===== src/rtl/adc_trig_pkg.sv =====
package adc_trig_pkg;

  localparam logic [1:0] SRC_PIN        = 2'b00;
  localparam logic [1:0] SRC_PWM        = 2'b11;
  localparam logic [1:0] MODE_SCAN_ONCE = 2'b10;

  typedef enum logic [1:0] {
    COND_LOW  = 2'b00,
    COND_HIGH = 2'b01,
    COND_FALL = 2'b10,
    COND_RISE = 2'b11
  } condSel_e;

  // strobes from control to datapath
  typedef struct packed {
    logic loadDelay;
    logic tickDelay;
  } dpStrobe_t;

endpackage


===== src/rtl/adc_trig_dp.sv =====
module adc_trig_dp
  import adc_trig_pkg::*;
#(
  parameter int SYNC_STAGES = 2,
  parameter int RUN_SAT     = 8,
  parameter int DELAY_W     = 8,
  parameter int DELAY_STEP  = 4,
  localparam int RUN_W      = $clog2(RUN_SAT + 1),
  localparam int CNT_W      = DELAY_W + $clog2(DELAY_STEP) + 1
) (
  input  logic               clk,
  input  logic               rstN,
  input  logic               extPin,
  input  logic [DELAY_W-1:0] delayVal,
  input  dpStrobe_t          strobe,
  output logic               pinLvl,
  output logic [RUN_W-1:0]   runLen,
  output logic [RUN_W-1:0]   prevLen,
  output logic               delayDone
);

  logic [SYNC_STAGES-1:0] syncQ;
  logic                   syncOut;
  logic [CNT_W-1:0]       delayCnt;
  logic [CNT_W-1:0]       delayLoad;

  assign syncOut   = syncQ[SYNC_STAGES-1];
  assign delayLoad = CNT_W'(delayVal) * CNT_W'(DELAY_STEP) - CNT_W'(1);
  assign delayDone = (delayCnt == '0);

  // synchronizer chain
  always_ff @(posedge clk or negedge rstN) begin
    if (!rstN) syncQ <= '0;
    else       syncQ <= {syncQ[SYNC_STAGES-2:0], extPin};
  end

  // run-length tracking of the synchronized pin
  always_ff @(posedge clk or negedge rstN) begin
    if (!rstN) begin
      pinLvl  <= 1'b0;
      runLen  <= '0;
      prevLen <= '0;
    end else begin
      pinLvl <= syncOut;
      if (syncOut != pinLvl) begin
        prevLen <= runLen;
        runLen  <= RUN_W'(1);
      end else if (runLen != RUN_W'(RUN_SAT)) begin
        runLen <= runLen + RUN_W'(1);
      end
    end
  end

  // PWM delay counter
  always_ff @(posedge clk or negedge rstN) begin
    if (!rstN)                 delayCnt <= '0;
    else if (strobe.loadDelay) delayCnt <= delayLoad;
    else if (strobe.tickDelay) delayCnt <= delayCnt - CNT_W'(1);
  end

endmodule


===== src/rtl/adc_trig_ctrl.sv =====
module adc_trig_ctrl
  import adc_trig_pkg::*;
#(
  parameter int LEVEL_HOLD = 8,
  parameter int EDGE_HOLD  = 4,
  parameter int RUN_W      = 4,
  parameter int DELAY_W    = 8
) (
  input  logic               clk,
  input  logic               rstN,
  input  logic               pwmPulse,
  input  logic               trigEn,
  input  logic [1:0]         srcSel,
  input  logic [1:0]         condSel,
  input  logic [DELAY_W-1:0] delayVal,
  input  logic [1:0]         opMode,
  input  logic               seqBusy,
  input  logic               pinLvl,
  input  logic [RUN_W-1:0]   runLen,
  input  logic [RUN_W-1:0]   prevLen,
  input  logic               delayDone,
  output dpStrobe_t          strobe,
  output logic               startReq
);

  logic gateBase, pinGate, pwmGate;
  logic activeLvl, isEdge;
  logic levelHit, edgeHit, extFire;
  logic armed, pending, pwmPrev;
  logic pwmRise, acceptPwm, pwmNow, pwmLate, pwmFire;

  assign gateBase  = trigEn && (opMode == MODE_SCAN_ONCE);
  assign pinGate   = gateBase && (srcSel == SRC_PIN);
  assign pwmGate   = gateBase && (srcSel == SRC_PWM);
  assign activeLvl = condSel[0];
  assign isEdge    = condSel[1];

  assign levelHit = !isEdge && armed && (pinLvl == activeLvl) &&
                    (runLen >= RUN_W'(LEVEL_HOLD));
  assign edgeHit  = isEdge && (pinLvl == activeLvl) &&
                    (runLen == RUN_W'(EDGE_HOLD)) &&
                    (prevLen >= RUN_W'(EDGE_HOLD));
  assign extFire  = pinGate && !seqBusy && (levelHit || edgeHit);

  assign pwmRise   = pwmPulse && !pwmPrev;
  assign acceptPwm = pwmGate && pwmRise && !pending;
  assign pwmNow    = acceptPwm && (delayVal == '0);
  assign pwmLate   = pending && pwmGate && delayDone;
  assign pwmFire   = !seqBusy && (pwmNow || pwmLate);

  always_comb begin
    strobe.loadDelay = acceptPwm && (delayVal != '0);
    strobe.tickDelay = pending && !delayDone;
  end

  always_ff @(posedge clk or negedge rstN) begin
    if (!rstN) begin
      armed    <= 1'b0;
      pending  <= 1'b0;
      pwmPrev  <= 1'b0;
      startReq <= 1'b0;
    end else begin
      pwmPrev  <= pwmPulse;
      startReq <= extFire || pwmFire;
      if (levelHit && extFire)     armed <= 1'b0;
      else if (pinLvl != activeLvl) armed <= 1'b1;
      if (!pwmGate || pwmLate)     pending <= 1'b0;
      else if (strobe.loadDelay)   pending <= 1'b1;
    end
  end

endmodule


===== src/rtl/adc_trig_cond.sv =====
module adc_trig_cond
  import adc_trig_pkg::*;
#(
  parameter int SYNC_STAGES = 2,
  parameter int LEVEL_HOLD  = 8,
  parameter int EDGE_HOLD   = 4,
  parameter int DELAY_W     = 8,
  parameter int DELAY_STEP  = 4,
  localparam int RUN_SAT    = (LEVEL_HOLD > EDGE_HOLD) ? LEVEL_HOLD : EDGE_HOLD,
  localparam int RUN_W      = $clog2(RUN_SAT + 1)
) (
  input  logic               clk,
  input  logic               rstN,
  input  logic               extPin,
  input  logic               pwmPulse,
  input  logic               trigEn,
  input  logic [1:0]         srcSel,
  input  logic [1:0]         condSel,
  input  logic [DELAY_W-1:0] delayVal,
  input  logic [1:0]         opMode,
  input  logic               seqBusy,
  output logic               startReq
);

  dpStrobe_t        strobe;
  logic             pinLvl;
  logic [RUN_W-1:0] runLen;
  logic [RUN_W-1:0] prevLen;
  logic             delayDone;

  adc_trig_dp #(
    .SYNC_STAGES(SYNC_STAGES),
    .RUN_SAT    (RUN_SAT),
    .DELAY_W    (DELAY_W),
    .DELAY_STEP (DELAY_STEP)
  ) u_dp (
    .clk      (clk),
    .rstN     (rstN),
    .extPin   (extPin),
    .delayVal (delayVal),
    .strobe   (strobe),
    .pinLvl   (pinLvl),
    .runLen   (runLen),
    .prevLen  (prevLen),
    .delayDone(delayDone)
  );

  adc_trig_ctrl #(
    .LEVEL_HOLD(LEVEL_HOLD),
    .EDGE_HOLD (EDGE_HOLD),
    .RUN_W     (RUN_W),
    .DELAY_W   (DELAY_W)
  ) u_ctrl (
    .clk      (clk),
    .rstN     (rstN),
    .pwmPulse (pwmPulse),
    .trigEn   (trigEn),
    .srcSel   (srcSel),
    .condSel  (condSel),
    .delayVal (delayVal),
    .opMode   (opMode),
    .seqBusy  (seqBusy),
    .pinLvl   (pinLvl),
    .runLen   (runLen),
    .prevLen  (prevLen),
    .delayDone(delayDone),
    .strobe   (strobe),
    .startReq (startReq)
  );

endmodule


===== config.mk =====
export PLATFORM = sky130hd
export DESIGN_NAME = adc_trig_cond
export DESIGN_NICKNAME = d
export VERILOG_FILES = /design/src/rtl/adc_trig_pkg.sv /design/src/rtl/adc_trig_dp.sv /design/src/rtl/adc_trig_ctrl.sv /design/src/rtl/adc_trig_cond.sv
export SDC_FILE = /design/constraint.sdc
export NUM_CORES = 1
export LEC_CHECK = 0
export ABC_AREA = 1
export BUFFER_PORTS_ARGS = -buffer_cell sky130_fd_sc_hd__buf_4
export CAP_MARGIN = 0
export CORE_MARGIN = 8
export CORE_UTILIZATION = 50
export CTS_CLUSTER_SIZE = 14
export DETAILED_ROUTE_END_ITERATION = 16
export PLACE_DENSITY_LB_ADDON = 0.25
export SLEW_MARGIN = 20
export SYNTH_ARGS = -nofsm -noshare
export SYNTH_HDL_FRONTEND = slang
export SYNTH_SLANG_ARGS = --single-unit

===== constraint.sdc =====
create_clock -name clk -period 1.3 [get_ports clk]
set_clock_uncertainty 0.15 [all_clocks]
set_input_delay 0.26 -clock clk [delete_from_list [all_inputs] [get_ports clk]]
set_output_delay 0.26 -clock clk [all_outputs]
set_load 0.02 [all_outputs]

==> run_results.csv <==
group,metric,value,unit
sta,fin_ws,-0.196,ns
grt,grt_antenna_before_repair,0,
setup_path,critPathSlowestCell,"dfrtp_1",
cts,clk_latency,0.32,ns
grt,grt_overflow,0,
sta,max_clock_freq,668,MHz
die,die_y,72.1,um
detailed_routing,postRouteWirelength,4170,um
grt,grtUsageTotal,0.176,
cts,clock_sinks,24,
sta,fin_crit_sh,1.15,
grt,grt_pass1_vias,1767,
cts,cts.clk_slew.worst_paths,0.14,ns
power,powerDensity,841,mW/mm^2
synthesis,netlist_area,0.00157,sq mm
setup_path,cpPeakStageDelay,0.40,ns
setup_path,worstPathCellList,"inv_2 > ha_4 > nand3_4 > nor2_2 > nor2_1 > buf_4 > nand2_1 > nand3_2",
layout,most-common-layout-cells,"nand2_1, buf_4, inv_1, nand3_1, dfrtp_1",
power,peakVddDrop,0.000723,V
setup_path,required,1.37,ns
sta,setup_viol,13,
cts,cts_max_level,1,
outcome,status,"complete, but fails checks",
layout,diodes,0,
detailed_routing,vias,1691,
outcome,violations,"negative setup slack",
die,num_rows,20,
sta,relSlewSlack,0.795,
cts,cts_inserted_buffers,3,
placed_design,gp_congestion,0.893,
detailed_routing,drtIter0Drc,87,
cts,root_buffer,"clkbuf_4",
setup_path,end_kind,"register",
die,start_util,0.519,
cts,cts_tree,"built",
worst_hold_path,hold_depth,4,
synthesis,syn-num-nets,257,
synthesis,ys_seq_area_frac,0.382,
synthesis,avgSynthCellArea,6.78,sq um
layout,synthToLayoutAreaGrowth,51.0,%
sta,slew_viol_final,0,
synthesis,ys_ff_latch,24,
grt,grt_max_degree,25,
sta,finalCriticalPeriod,1.50,ns
detailed_routing,drc_errors,0,
synthesis,yosys_warnings,0,
detailed_routing,wl_per_cell,11.9,um
sta,fin_setup_tns,-2.22,ns
placed_design,hpwlAfterDp,3000,um
job,cap_violations,0,
power,p_leak,1.19,nW
layout,num-nets-final,332,
die,die-area,0.00520,sq mm
placed_design,postPlaceCellArea,0.00218,sq mm
layout,final_cell_area,0.00237,sq mm
die,ioPinCount,21,
sta,rsz0062_at_grt,"true",
setup_path,critical_path_arrival,1.57,ns
setup_path,rrSetupSlack,-0.20,ns
sta,hold_viol,0,
detailed_routing,vias_per_cell,4.83,
setup_path,worst-setup-path-type,"reg2reg",
sta,tightest_slew,0.307,ns
layout,drive_gt1_frac,0.337,
layout,mostFrequentLayoutCell,"nand2_1",
setup_path,rr_worst_depth,8,
synthesis,ys_types,22,
grt,grt_pass1_wl,7420,um
detailed_routing,postRouteAntennaNets,0,
cts,cts_buffer_depth,2,
setup_path,crit_path_max_fanout,4,
die,dieWidth,72.1,um
die,core-area,0.00303,sq mm
setup_path,cp-start-kind,"register",
placed_design,port_buffers,20,
worst_hold_path,hold_class,"in2reg",
synthesis,synthCells,232,
detailed_routing,firstDrtPassIters,4,
power breakdown:
group	internal, mW	leakage, nW	switching, mW
logic	0.289	0.875	0.268
clock network	0.312	0.0279	0.244
registers	0.817	0.282	0.0675
total	1.42	1.19	0.579
synthesized netlist by cell type:
library cell / instances / share of area
a21oi_1: 3 / 0.0095
a31oi_1: 1 / 0.0040
dfrtp_1: 24 / 0.38
ha_1: 5 / 0.040
inv_1: 32 / 0.076
inv_2: 1 / 0.0024
inv_6: 1 / 0.0056
nand2_1: 77 / 0.18
nand2_2: 1 / 0.0040
nand2_4: 2 / 0.014
nand3_1: 30 / 0.095
nand3_2: 2 / 0.013
nand4_1: 2 / 0.0080
nor2_1: 25 / 0.060
nor2_2: 4 / 0.016
nor2_4: 1 / 0.0072
o21ai_0: 14 / 0.045
o21ai_1: 1 / 0.0032
o21ai_2: 1 / 0.0056
or2_2: 1 / 0.0040
xnor2_1: 2 / 0.011
xor2_1: 2 / 0.011
flip-flops by register name, indices dropped and copies added (netlist names), 2 cells and up:
name and count:
u_dp.prevLen 2, u_dp.runLen 4, u_dp.syncQ 2, u_dp.delayCnt 11
critical path: cells and delay by family, from the launching register on:
kind | cells | cell delay, ns
simple gates | 5 | 0.42
flops | 1 | 0.40
buf+inv | 2 | 0.28
fa+ha+maj | 1 | 0.16
cells by family after synthesis:
family | count (synthesis) | share of synthesized area
buffers and inverters | 34 | 0.0843
AND/OR/NAND/NOR | 145 | 0.405
XOR/XNOR | 4 | 0.0223
AO/OA/AOI/OAI | 20 | 0.0668
adder cells (fa/ha/maj) | 5 | 0.0398
flip-flops | 24 | 0.382
stage by stage:
step                      hold WS (ns)  setup slack [ns]  cells  utilization  total power, mW
after global routing            0.0432            -0.288    350        0.784             2.12
after floorplan                 -0.186           -0.0919    232            -             1.13
after detailed placement        0.0300            -0.287    336        0.720             1.40
after global placement          0.0240            -0.237    336        0.720             1.39
after CTS                       0.0201            -0.195    348        0.775             2.00
final                           0.0237            -0.196    350        0.784             2.00
what timing repair did:
| action | in CTS | in global routing |
|---|---|---|
| hold endpoints to repair | 26 | 0 |
| endpoints found under the setup margin | 15 | 18 |
| buffers inserted | 4 | 2 |
| resized for setup | 12 | 9 |
| hold buffers | 3 | 0 |
| pin swaps | 5 | 4 |
| cloned | 1 | 0 |
path summary, 6_finish.rpt:
kind	from	to
worst min-delay path	seqBusy	u_ctrl.startReq
min in group asynchronous	rstN	u_dp.delayCnt[7]
worst max register to register	u_dp.delayCnt[0]	u_dp.delayCnt[2]
worst min register to register	u_dp.syncQ[0]	u_dp.syncQ[1]
max in group asynchronous	rstN	u_dp.delayCnt[2]
worst max-delay path	u_dp.delayCnt[0]	u_dp.delayCnt[2]
layer usage:
layer	global-route usage	vias up	wire [um]
met1	0.193	782	1760
met3	0.0317	4	137
li1	-	877	-
met5	0	-	0
met2	0.326	28	2220
met4	0.0658	0	43
cell type report:
cell class | instances | area, sq um
timing repair buffer | 69 | 554
multi-input combinational | 175 | 976
clock inverter | 1 | 30.0
clock buffer | 3 | 22.5
fill | 228 | 653
sequential | 24 | 602
inverter | 34 | 135
tap | 44 | 55.1
Power figures use the tool's default switching activity.
